File: config.mk
export PLATFORM = sky130hd
export DESIGN_NAME = exc_frame_seq
export DESIGN_NICKNAME = d
export VERILOG_FILES = /design/src/rtl/exc_pkg.sv /design/src/rtl/exc_gate_rom.sv /design/src/rtl/exc_word_mux.sv /design/src/rtl/exc_frame_seq.sv
export SDC_FILE = /design/constraint.sdc
export NUM_CORES = 1
export LEC_CHECK = 0
export BUFFER_PORTS_ARGS = -buffer_cell sky130_fd_sc_hd__buf_2
export CORE_MARGIN = 2
export CORE_UTILIZATION = 30
export CTS_CLUSTER_DIAMETER = 50
export DETAILED_ROUTE_END_ITERATION = 12
export PLACE_DENSITY = 0.53
export RECOVER_POWER = 100
export REMOVE_ABC_BUFFERS = 1
export SKIP_CTS_REPAIR_TIMING = 1
export SLEW_MARGIN = 20
export SYNTH_ARGS = -nofsm -noshare
export SYNTH_HDL_FRONTEND = slang
export SYNTH_SLANG_ARGS = --single-unit
File: constraint.sdc
create_clock -name clk -period 4.5 [get_ports clk]
set_clock_uncertainty 0.05 [all_clocks]
set_input_delay 0.9 -clock clk [delete_from_list [all_inputs] [get_ports clk]]
set_output_delay 0.9 -clock clk [all_outputs]
set_load 0.01 [all_outputs]
File: src/rtl/exc_pkg.sv
package exc_pkg;

    localparam int VEC_W   = 8;
    localparam int NUM_VEC = 1 << VEC_W;
    localparam logic [VEC_W-1:0] GP_VEC = 8'h0D;

    typedef struct packed {
        logic        present;
        logic        is32;
        logic [1:0]  ring;
        logic [15:0] cs;
        logic [31:0] eip;
    } gate_t;

    typedef enum logic [2:0] {
        K_SS, K_SP, K_FLAGS, K_CS, K_IP, K_ERR, K_END
    } word_kind_t;

    typedef enum logic [2:0] {
        ST_IDLE, ST_RESOLVE, ST_PUSH, ST_DONE, ST_ABORT
    } seq_state_t;

    typedef struct packed {
        logic [1:0]  cpl;
        logic [15:0] ss;
        logic [31:0] esp;
        logic [31:0] eflags;
        logic [15:0] cs;
        logic [31:0] eip;
        logic [15:0] errcode;
        logic        ext;
        logic [15:0] nss;
        logic [31:0] nsp;
    } ctx_t;

    function automatic logic carries_errcode(input logic [VEC_W-1:0] v);
        case (v)
            8'h08, 8'h0A, 8'h0B, 8'h0C, 8'h0D, 8'h0E: return 1'b1;
            default:                                  return 1'b0;
        endcase
    endfunction

    function automatic logic [15:0] missing_gate_code(input logic [VEC_W-1:0] v,
                                                      input logic ext);
        return {{(13-VEC_W){1'b0}}, v, 1'b0, 1'b1, ext};
    endfunction

    function automatic word_kind_t following_kind(input word_kind_t k,
                                                  input logic with_err);
        case (k)
            K_SS:    return K_SP;
            K_SP:    return K_FLAGS;
            K_FLAGS: return K_CS;
            K_CS:    return K_IP;
            K_IP:    return with_err ? K_ERR : K_END;
            default: return K_END;
        endcase
    endfunction

endpackage

File: src/rtl/exc_gate_rom.sv
module exc_gate_rom
    import exc_pkg::*;
#(
    parameter logic [NUM_VEC-1:0] ABSENT_MASK    = '0,
    parameter logic [NUM_VEC-1:0] NARROW_MASK    = '0,
    parameter logic [NUM_VEC-1:0] USER_MASK      = '0,
    parameter logic [15:0]        HCS_KERNEL     = 16'h0008,
    parameter logic [15:0]        HCS_USER       = 16'h001B,
    parameter logic [31:0]        HANDLER_BASE   = 32'h0000_4000,
    parameter logic [31:0]        HANDLER_STRIDE = 32'h0000_0010
) (
    input  logic [VEC_W-1:0] vec,
    output gate_t            gate
);
    always_comb begin
        gate.present = ~ABSENT_MASK[vec];
        gate.is32    = ~NARROW_MASK[vec];
        gate.ring    = USER_MASK[vec] ? 2'd3 : 2'd0;
        gate.cs      = USER_MASK[vec] ? HCS_USER : HCS_KERNEL;
        gate.eip     = HANDLER_BASE + (32'(vec) * HANDLER_STRIDE);
    end
endmodule

File: src/rtl/exc_word_mux.sv
module exc_word_mux
    import exc_pkg::*;
(
    input  word_kind_t  kind,
    input  ctx_t        ctx,
    input  logic        wide,
    output logic [31:0] data
);
    logic [31:0] raw;

    always_comb begin
        case (kind)
            K_SS:    raw = {16'h0, ctx.ss};
            K_SP:    raw = ctx.esp;
            K_FLAGS: raw = ctx.eflags;
            K_CS:    raw = {16'h0, ctx.cs};
            K_IP:    raw = ctx.eip;
            K_ERR:   raw = {16'h0, ctx.errcode};
            default: raw = '0;
        endcase
        data = wide ? raw : {16'h0, raw[15:0]};
    end
endmodule

File: src/rtl/exc_frame_seq.sv
module exc_frame_seq
    import exc_pkg::*;
#(
    parameter logic [NUM_VEC-1:0] ABSENT_MASK    = '0,
    parameter logic [NUM_VEC-1:0] NARROW_MASK    = '0,
    parameter logic [NUM_VEC-1:0] USER_MASK      = '0,
    parameter logic [15:0]        HCS_KERNEL     = 16'h0008,
    parameter logic [15:0]        HCS_USER       = 16'h001B,
    parameter logic [31:0]        HANDLER_BASE   = 32'h0000_4000,
    parameter logic [31:0]        HANDLER_STRIDE = 32'h0000_0010
) (
    input  logic        clk,
    input  logic        rst,
    input  logic        req_valid,
    input  logic [7:0]  req_vec,
    input  logic [1:0]  cur_cpl,
    input  logic [15:0] cur_ss,
    input  logic [31:0] cur_esp,
    input  logic [31:0] cur_eflags,
    input  logic [15:0] cur_cs,
    input  logic [31:0] cur_eip,
    input  logic [12:0] err_idx,
    input  logic        err_ti,
    input  logic        err_int,
    input  logic        err_ext,
    input  logic [15:0] new_ss,
    input  logic [31:0] new_sp,
    output logic        busy,
    output logic        push_valid,
    output logic        push_wide,
    output logic [31:0] push_addr,
    output logic [31:0] push_data,
    output logic        done,
    output logic        abort,
    output logic [15:0] entry_cs,
    output logic [31:0] entry_eip,
    output logic [15:0] out_ss,
    output logic [31:0] out_esp
);
    localparam logic [31:0] STEP_WIDE   = 32'd4;
    localparam logic [31:0] STEP_NARROW = 32'd2;

    seq_state_t       state_q;
    ctx_t             ctx_q;
    logic [VEC_W-1:0] vec_q;
    gate_t            gate_q;
    gate_t            gate_lk;
    word_kind_t       kind_q;
    word_kind_t       kind_nx;
    logic             err_q;
    logic [31:0]      sp_q;
    logic [15:0]      fss_q;
    logic             ring_change;

    exc_gate_rom #(
        .ABSENT_MASK   (ABSENT_MASK),
        .NARROW_MASK   (NARROW_MASK),
        .USER_MASK     (USER_MASK),
        .HCS_KERNEL    (HCS_KERNEL),
        .HCS_USER      (HCS_USER),
        .HANDLER_BASE  (HANDLER_BASE),
        .HANDLER_STRIDE(HANDLER_STRIDE)
    ) u_rom (
        .vec (vec_q),
        .gate(gate_lk)
    );

    exc_word_mux u_mux (
        .kind(kind_q),
        .ctx (ctx_q),
        .wide(gate_q.is32),
        .data(push_data)
    );

    assign ring_change = (gate_lk.ring != ctx_q.cpl);
    assign kind_nx     = following_kind(kind_q, err_q);

    assign busy       = (state_q != ST_IDLE);
    assign push_valid = (state_q == ST_PUSH);
    assign push_wide  = gate_q.is32;
    assign push_addr  = sp_q - (gate_q.is32 ? STEP_WIDE : STEP_NARROW);
    assign done       = (state_q == ST_DONE);
    assign abort      = (state_q == ST_ABORT);
    assign entry_cs   = gate_q.cs;
    assign entry_eip  = gate_q.eip;
    assign out_ss     = fss_q;
    assign out_esp    = sp_q;

    always_ff @(posedge clk) begin
        if (rst) begin
            state_q <= ST_IDLE;
            ctx_q   <= '0;
            vec_q   <= '0;
            gate_q  <= '0;
            kind_q  <= K_END;
            err_q   <= 1'b0;
            sp_q    <= '0;
            fss_q   <= '0;
        end else begin
            case (state_q)
                ST_IDLE: begin
                    if (req_valid) begin
                        vec_q          <= req_vec;
                        ctx_q.cpl      <= cur_cpl;
                        ctx_q.ss       <= cur_ss;
                        ctx_q.esp      <= cur_esp;
                        ctx_q.eflags   <= cur_eflags;
                        ctx_q.cs       <= cur_cs;
                        ctx_q.eip      <= cur_eip;
                        ctx_q.errcode  <= {err_idx, err_ti, err_int, err_ext};
                        ctx_q.ext      <= err_ext;
                        ctx_q.nss      <= new_ss;
                        ctx_q.nsp      <= new_sp;
                        state_q        <= ST_RESOLVE;
                    end
                end
                ST_RESOLVE: begin
                    if (!gate_lk.present) begin
                        if (vec_q == GP_VEC) begin
                            state_q <= ST_ABORT;
                        end else begin
                            ctx_q.errcode <= missing_gate_code(vec_q, ctx_q.ext);
                            vec_q         <= GP_VEC;
                        end
                    end else begin
                        gate_q  <= gate_lk;
                        err_q   <= carries_errcode(vec_q);
                        sp_q    <= ring_change ? ctx_q.nsp : ctx_q.esp;
                        fss_q   <= ring_change ? ctx_q.nss : ctx_q.ss;
                        kind_q  <= ring_change ? K_SS : K_FLAGS;
                        state_q <= ST_PUSH;
                    end
                end
                ST_PUSH: begin
                    sp_q   <= push_addr;
                    kind_q <= kind_nx;
                    if (kind_nx == K_END) state_q <= ST_DONE;
                end
                default: state_q <= ST_IDLE;
            endcase
        end
    end
endmodule

After elaboration in Yosys (flattened, before gate mapping)
Memory sizes are Yosys's and may differ from the RTL's. A register that Yosys moved wholly into a read port is not among the register bits. Index checks and enable logic that the tools add are counted.

Memories: 1. ROM bits: 256. Bits of input ports: 205. Register bits after elaboration: 292.

Memories: (name not given) (depth 256, width 1, rd ports 1, clocked after memory_dff 1, write ports 0, line exc_gate_rom.sv:16) `gate.present = ~ABSENT_MASK[vec];`.

Bitwise operators: 1. Equal/unequal tests: 23. Reductions and logical operators: 11. Mux-type cells: 30. $lt $le $gt $ge: 1. $add $sub $neg: 2.

Operator list (number): $pmux 32 s6 (1); $mux 32 (3); $mux 65 (1); $pmux 32 s2 (1); $eq 8x4->1 const B (6); $mux 16 (3); $mux 8 (5); $pmux 16 s2 (1); $sub 32x3->32 (1); $mux 3 (6); $add 15x12->16 const A (1); $pmux 8 s2 (1); $pmux 3 s5 (1); $eq 3x2->1 const B (4); $eq 3x3->1 const B (4); $lt 8x9->1 const B (1); $pmux 3 s3 (1); $ne 2x2->1 const B (4); $eq 3x1->1 const B (2); $logic_not 3->1 (2); $mux 2 (3); $pmux 3 s2 (1); $reduce_and 2->1 (3); $reduce_or 6->1 (1); other kinds (9) (11).

Logic depth before layout (Yosys ltp)
Gate-level depths: netlist (run 1).

Word-level depth: 7. Gate-level depth with buffers: 10. Gate-level depth less buffers: 8.

Modules after synthesis
A second synthesis (run 1) with hierarchy kept.

Cells, all modules: 1773. Area total of the unflattened synthesis: 14184.9 µm².

By module, submodules not included: exc_frame_seq (times used 1, seq. area each 6145.9 µm², cells an instance 1570, area an instance 12504.5 µm²); exc_word_mux (times used 1, seq. area each 0.0 µm², cells an instance 149, area an instance 1282.5 µm²); exc_gate_rom (times used 1, seq. area each 0.0 µm², cells an instance 54, area an instance 397.9 µm²).

Least setup slack after synthesis (run 1)
No wires, ideal clock.

Kind: register to output. Start point: register gate_q, in the netlist push_wide. End point: output port push_addr[27]. Path slack: 828 ps. Data arrival time: 2722 ps. Stages on the path, launching flop included: 10. Cell sequence: dfxtp_1 > inv_1 > ha_1 > fa_1 > or4b_2 > nor3_1 > and3_1 > buf_2 > nand2_1 > xnor2_1.

Cells in the longest elaborated chain, start to end: 2.

RTL lines: from (decl) (line exc_frame_seq.sv:46) `gate_t gate_q;`; from (signal assigned) (line exc_frame_seq.sv:126) `gate_q <= gate_lk;`; $mux 3 (line exc_frame_seq.sv:81) `assign push_addr = sp_q - (gate_q.is32 ? STEP_WIDE : STEP_NARROW);`; $sub 32x3->32 (line exc_frame_seq.sv:81); to (decl) (line exc_frame_seq.sv:31) `output logic [31:0] push_addr,`.

Every way passes these cells.

Worst setup path in the final report (run 1)
Start point: register gate_q, in the netlist push_wide. End point: output port push_addr[29].

The elaborated chain is that of the path after synthesis.

==> results of run 1 <==
==> layout make-up <==
type / count / area share, %
Timing Repair Buffer: 356 / 11.1
Clock buffer: 52 / 7.35
Tap cell: 532 / 4.26
Multi-Input combinational cell: 1217 / 41.4
Clock inverter: 15 / 1.17
Sequential cell: 266 / 34.1
Inverter: 25 / 0.601
==> metrics by stage <==
step	hold slack, ps	setup TNS, ps	utilization (%)	worst slack (ps)	power (mW)
after detailed placement	394	0	35.2	710	9.77
after CTS	401	0	38.4	92.1	13.0
final	400	0	38.0	134	12.7
after floorplan	376	-18640	-	-1240	7.01
after global routing	416	0	38.0	11.8	13.5
after global placement	389	0	35.2	764	9.75
==> path summary, 6_finish.rpt <==
kind | start | cells after the start | end
hold / removal | ctx_q[93] | 2 | ctx_q[93]
hold reg to reg | ctx_q[93] | 2 | ctx_q[93]
setup reg to reg | out_esp[6] | 6 | out_esp[14]
setup / recovery | push_wide | 8 | push_addr[29]
==> power groups by stage <==
| stage | Clock [mW] | Combinational [mW] | Sequential, mW |
|---|---|---|---|
| 2_1_floorplan | 0 | 3.61 | 3.39 |
| 3_3_place_gp | 0 | 6.37 | 3.38 |
| 3_5_place_dp | 0 | 6.36 | 3.41 |
| 4_1_cts | 3.22 | 6.40 | 3.36 |
| 5_1_grt | 3.32 | 6.72 | 3.45 |
| 6_report | 3.14 | 6.16 | 3.37 |
==> cells by family after synthesis <==
family | synth area share [%]
DFF | 42.4
adders and majority gates | 0.757
buffers and inverters | 7.61
other | 0.0299
AOI/OAI and AO/OA | 19.7
muxes | 5.58
xor gates and xnor gates | 1.95
and+or+nand+nor | 22.0
==> per-layer routing <==
| metal | part of all wire (%) | vias up | track usage, % |
|---|---|---|---|
| met4 | 3.8 | 0 | 9.14 |
| met2 | 45 | 448 | 32.9 |
| li1 | - | 6073 | - |
| met3 | 7.3 | 91 | 5.31 |
| met1 | 44 | 5872 | 27.4 |
| met5 | 0 | - | 0 |
==> layout by cell type, fill, tap and decap left out, types with 16 or more instances in the layout <==
master	Yosys	layout
a21oi_1	265	264
a22oi_1	28	28
a311oi_1	19	19
buf_2	2	212
clkbuf_1	126	121
clkbuf_16	0	41
conb_1	1	39
dfxtp_1	266	263
inv_1	23	23
mux2i_1	43	43
nand2_1	429	428
nand2b_1	16	16
nor2_1	112	111
nor3_1	20	20
o21ai_0	42	42
o22ai_1	20	20
==> tightest hold or removal path: stages (launching register included) <==
cell	delay (ps)
dfxtp_1	300
nand2_1	50
a21oi_1	50
==> synthesized netlist by cell type (14+ instances only) <==
master	count
a211oi_1	15
a21oi_1	265
a22oi_1	28
a311oi_1	19
buf_1	14
buf_4	42
clkbuf_1	126
dfxtp_1	266
inv_1	23
mux2i_1	43
nand2_1	429
nand2b_1	16
nand3_1	14
nor2_1	112
nor3_1	20
o21ai_0	42
o22ai_1	20
xnor2_1	15
==> state kept, by name (all words and copies together) (netlist names), 2 cells and up <==
name       count
state_q        2
ctx_q        195
kind_q         3
entry_eip      8
out_ss        16
vec_q          8
out_esp       32
==> flow_metrics.py, run 1 <==
metrics = {
    "die": {
        "core_um2": 41100,
        "die_h_um": 209,
        "die_w_um": 209,
        "ios": 370,
        "initial_core_util_pct": 30.5,
        "dieArea_um2": 43500,
        "rows": 74,
    },
    "sta": {
        "report.final.slew_viol_count": 162,
        "slew_headroom_pct": -90.4,
        "clock.fmax_ghz": 0.229,
        "worstMarginPinSlew_ps": 2860,
        "fin_crit_sh_pct": 97.0,
        "period_minus_slack_ps": 4370,
        "setup_viol": 0,
        "hold_viol": 0,
        "grt_setup_unrepaired": "false",
    },
    "setup_path": {
        "cp_max_fo": 7,
        "crit_arrival_ps": 3420,
        "end_kind": "output pin",
        "cp_num_buf_inv": 2,
        "required_ps": 3550,
        "cp_slowest_stage_delay_ps": 660,
        "regToRegSetupSlack_ps": 1410,
        "crit_chain": "inv_1 > ha_1 > fa_2 > or4b_2 > or4_1 > and4b_1 > xnor2_1 > buf_2",
        "slowest_stage": "or4b_2",
        "startpoint_type": "register",
        "crit_type": "reg2out",
        "cpLargestDelayFamily": "simple AND/OR/NAND/NOR gates",
    },
    "clocking": {
        "cts.sinks": 266,
        "clockRootBuffer": "clkbuf_16",
        "max-clock-path-buffers": 3,
        "cts.clk_slew.worst_paths_ps": 50,
        "cts_made_buffers": 40,
        "cts_max_level": 2,
        "cts_tree": "built",
        "clkLatencyLatePin_ps": 550,
    },
    "run_status": {
        "outcome": "finished with violations",
        "violations": "max-capacitance violations, max-slew violations",
    },
    "routing": {
        "drt-pass1-iter-count": 8,
        "routed-via-count": 12500,
        "ant_nets": 0,
        "drt-total-wl_um": 47200,
        "viasPerCell": 5.07,
        "wl_per_cell_um": 19.1,
        "drt_iter0_markers": 872,
        "drc": 0,
    },
    "power_and_ir_drop": {
        "seqPwrFrac_pct": 26.6,
        "powerDensity_nw_per_um2": 812,
        "max-vdd-ir-drop_mv": 0.472,
        "power_frac_comb_pct": 48.6,
        "p_leak_nw": 6.05,
        "p_clk_share_pct": 24.8,
        "switching_share_pct": 45.9,
        "internal_power_mw": 6.86,
        "p_sw_mw": 5.82,
    },
    "yosys": {
        "synth_area_leader_cell": "dfxtp_1",
        "synth-seq-cells": 266,
        "synthDistinctLibCells": 59,
        "async_flop_share_pct": 0,
        "yosysTopAreaCellShare_pct": 42.4,
        "syn_avg_cell_area_um2": 7.59,
        "synth_cells": 1655,
        "synthesis.area_um2": 12600,
        "synth_edf_count": 0,
        "ys_seq_area_share_pct": 42.4,
        "synth_area_leaders": "dfxtp_1 (42%), nand2_1 (13%), a21oi_1 (11%)",
        "ys.warnings.count": 0,
        "synthFlopType": "dfxtp_1",
    },
    "place": {
        "dp.final_hpwl_um": 31300,
        "port_buffers": 330,
        "place_congestion": 0.812,
        "dpl_cell_area_um2": 14500,
        "dp.cells": 2396,
    },
    "grt": {
        "grt_pass1_vias": 12100,
        "grt_use_total_pct": 21.0,
        "grt_max_degree": 188,
        "antenna_found_initial": 0,
        "overflow": 0,
        "grt_pass1_wl_um": 71200,
    },
    "cells_and_area": {
        "fin_cells": 2463,
        "final-seq-area_um2": 5330,
        "fin_nets": 2118,
        "post_route_cells_drive_above_1_share_pct": 17.5,
        "n_antenna_cell": 0,
        "areaGrowthSynthToFinish_pct": 24.3,
        "final_area_um2": 15600,
        "nFillCells": 4481,
        "multi_input_area_um2": 6460,
    },
    "flow_run": {
        "drv_cap": 2,
    },
    "worst_hold_path": {
        "holdCritPathClass": "reg2reg",
    },
}
Power figures use the tool's default switching activity.
==> run 2: changes to the inputs <==
CORE_MARGIN = 8   (was 2)
PLACE_DENSITY = unset   (was 0.53)
==> run 2 against run 1 <==
Against the previous run:
- setup slack improved by 37 ps
- highest routed layer unchanged
- the flow still finishes with violations (max-capacitance violations, max-slew violations)
- largest cell class unchanged
- clock-buffer cell count is 3 lower
- sequential share of layout area grew 0.12 points
- worst hold slack better by 0.50 ps
- global-route usage down 1.8 points
- largest power group unchanged
- die area is 12% higher
- via count is 0.34% higher
==> flow_metrics.py, run 2 (same netlist as run 1, synthesis figures left out) <==
metrics = {
    "die": {
        "rows": 75,
        "core_um2": 41700,
        "initial_core_util_pct": 30.1,
        "dieArea_um2": 48700,
        "ios": 370,
        "die_h_um": 221,
        "die_w_um": 221,
    },
    "setup_path": {
        "required_ps": 3550,
        "startpoint_type": "register",
        "crit_chain": "inv_1 > ha_1 > fa_2 > or4b_2 > or4_4 > and4b_1 > xnor2_1 > clkbuf_2",
        "crit_arrival_ps": 3380,
        "cp_max_fo": 7,
        "crit_type": "reg2out",
        "slowest_stage": "or4b_2",
        "end_kind": "output pin",
        "cp_num_buf_inv": 2,
        "cpLargestDelayFamily": "simple AND/OR/NAND/NOR gates",
        "cp_slowest_stage_delay_ps": 670,
    },
    "clocking": {
        "cts_max_level": 2,
        "clockRootBuffer": "clkbuf_16",
        "cts.clk_slew.worst_paths_ps": 50,
        "cts_tree": "built",
        "clkLatencyLatePin_ps": 550,
        "cts.sinks": 266,
        "max-clock-path-buffers": 3,
        "cts_made_buffers": 40,
    },
    "sta": {
        "setup_viol": 0,
        "fin_crit_sh_pct": 96.2,
        "hold_viol": 0,
        "period_minus_slack_ps": 4330,
        "report.final.slew_viol_count": 414,
        "setup_ws_ps": 171,
        "clock.fmax_ghz": 0.231,
        "fin_tns_setup_ps": 0,
        "grt_setup_unrepaired": "false",
        "worstMarginPinSlew_ps": 2710,
        "slew_headroom_pct": -80.6,
    },
    "cells_and_area": {
        "most-common-layout-cells": "nand2_1 (428), a21oi_1 (264), dfxtp_1 (262)",
        "multi_input_area_um2": 6460,
        "fin_nets": 2119,
        "nFillCells": 4455,
        "layout_commonest_cell": "nand2_1",
        "areaGrowthSynthToFinish_pct": 23.9,
        "largest_register_ffs": 195,
        "post_route_cells_drive_above_1_share_pct": 17.4,
        "final-seq-area_um2": 5330,
        "n_antenna_cell": 0,
        "final_util_pct": 37.3,
        "largest_register": "ctx_q",
    },
    "worst_hold_path": {
        "holdCritPathClass": "reg2reg",
    },
    "routing": {
        "viasPerCell": 5.06,
        "ant_nets": 0,
        "drt-total-wl_um": 48500,
        "drt-pass1-iter-count": 5,
        "drc": 0,
        "wl_per_cell_um": 19.6,
        "drt_iter0_markers": 992,
        "routed-via-count": 12500,
    },
    "grt": {
        "antenna_found_initial": 0,
        "grt_pass1_wl_um": 72700,
        "overflow": 0,
        "grt_use_total_pct": 19.2,
        "grt_pass1_vias": 12400,
        "grt_max_degree": 188,
    },
    "power_and_ir_drop": {
        "powerDensity_nw_per_um2": 811,
        "p_leak_nw": 6.04,
        "max-vdd-ir-drop_mv": 0.773,
    },
    "place": {
        "dp.final_hpwl_um": 33400,
        "post-place-ws_ps": 692,
        "place_congestion": 0.842,
        "port_buffers": 330,
    },
    "flow_run": {
        "drv_cap": 4,
    },
    "run_status": {
        "outcome": "finished with violations",
        "violations": "max-capacitance violations, max-slew violations",
    },
}
[run 2: worst register-to-register path, stage by stage, from the launching register on]
cell and delay (ps):
dfxtp_1 340, inv_1 80, ha_1 680, clkbuf_1 1980, a22oi_1 450, a211oi_1 340
[run 2: per-layer routing]
metal,wire [um],track usage [%],up-vias,part of all wire (%)
li1,-,-,6078,-
met1,20900,24.6,5944,43
met2,22900,31.8,433,47
met3,3590,4.83,72,7.4
met4,1150,5.74,0,2.4
met5,0,0,-,0
[run 2: worst paths after layout]
check        depth (start not counted)       start  slack [ps]            end
max                                  8   push_wide         170  push_addr[29]
min                                  2   ctx_q[10]         400      ctx_q[10]
max reg2reg                          5  state_q[1]         440      ctx_q[55]
min reg2reg                          2   ctx_q[10]         400      ctx_q[10]
[run 2: metrics by stage]
stage	area, um2	total power, mW	hold slack [ps]	cells
after floorplan	11800	7.01	376	1508
after global placement	14500	9.71	389	2404
after detailed placement	14500	9.78	394	2404
after CTS	15800	13.0	401	2474
after global routing	15600	13.5	417	2474
final	15600	12.6	400	2474
[run 2: cell type report]
type | instances | area share, %
multi-input cells | 1217 | 41.5
flip-flops and latches | 266 | 34.3
inverters | 25 | 0.603
clock inverters | 21 | 1.45
well taps | 539 | 4.33
repair buffers | 357 | 10.8
clock buffers | 49 | 7.04
[run 2: report_power, final]
part | total [mW] | switching [mW] | internal, mW | leakage [nW]
Combinational | 6.12 | 4.12 | 2.00 | 3.21
Sequential | 3.37 | 0.494 | 2.88 | 2.18
Clock | 3.12 | 1.20 | 1.92 | 0.650
Total | 12.6 | 5.82 | 6.80 | 6.04
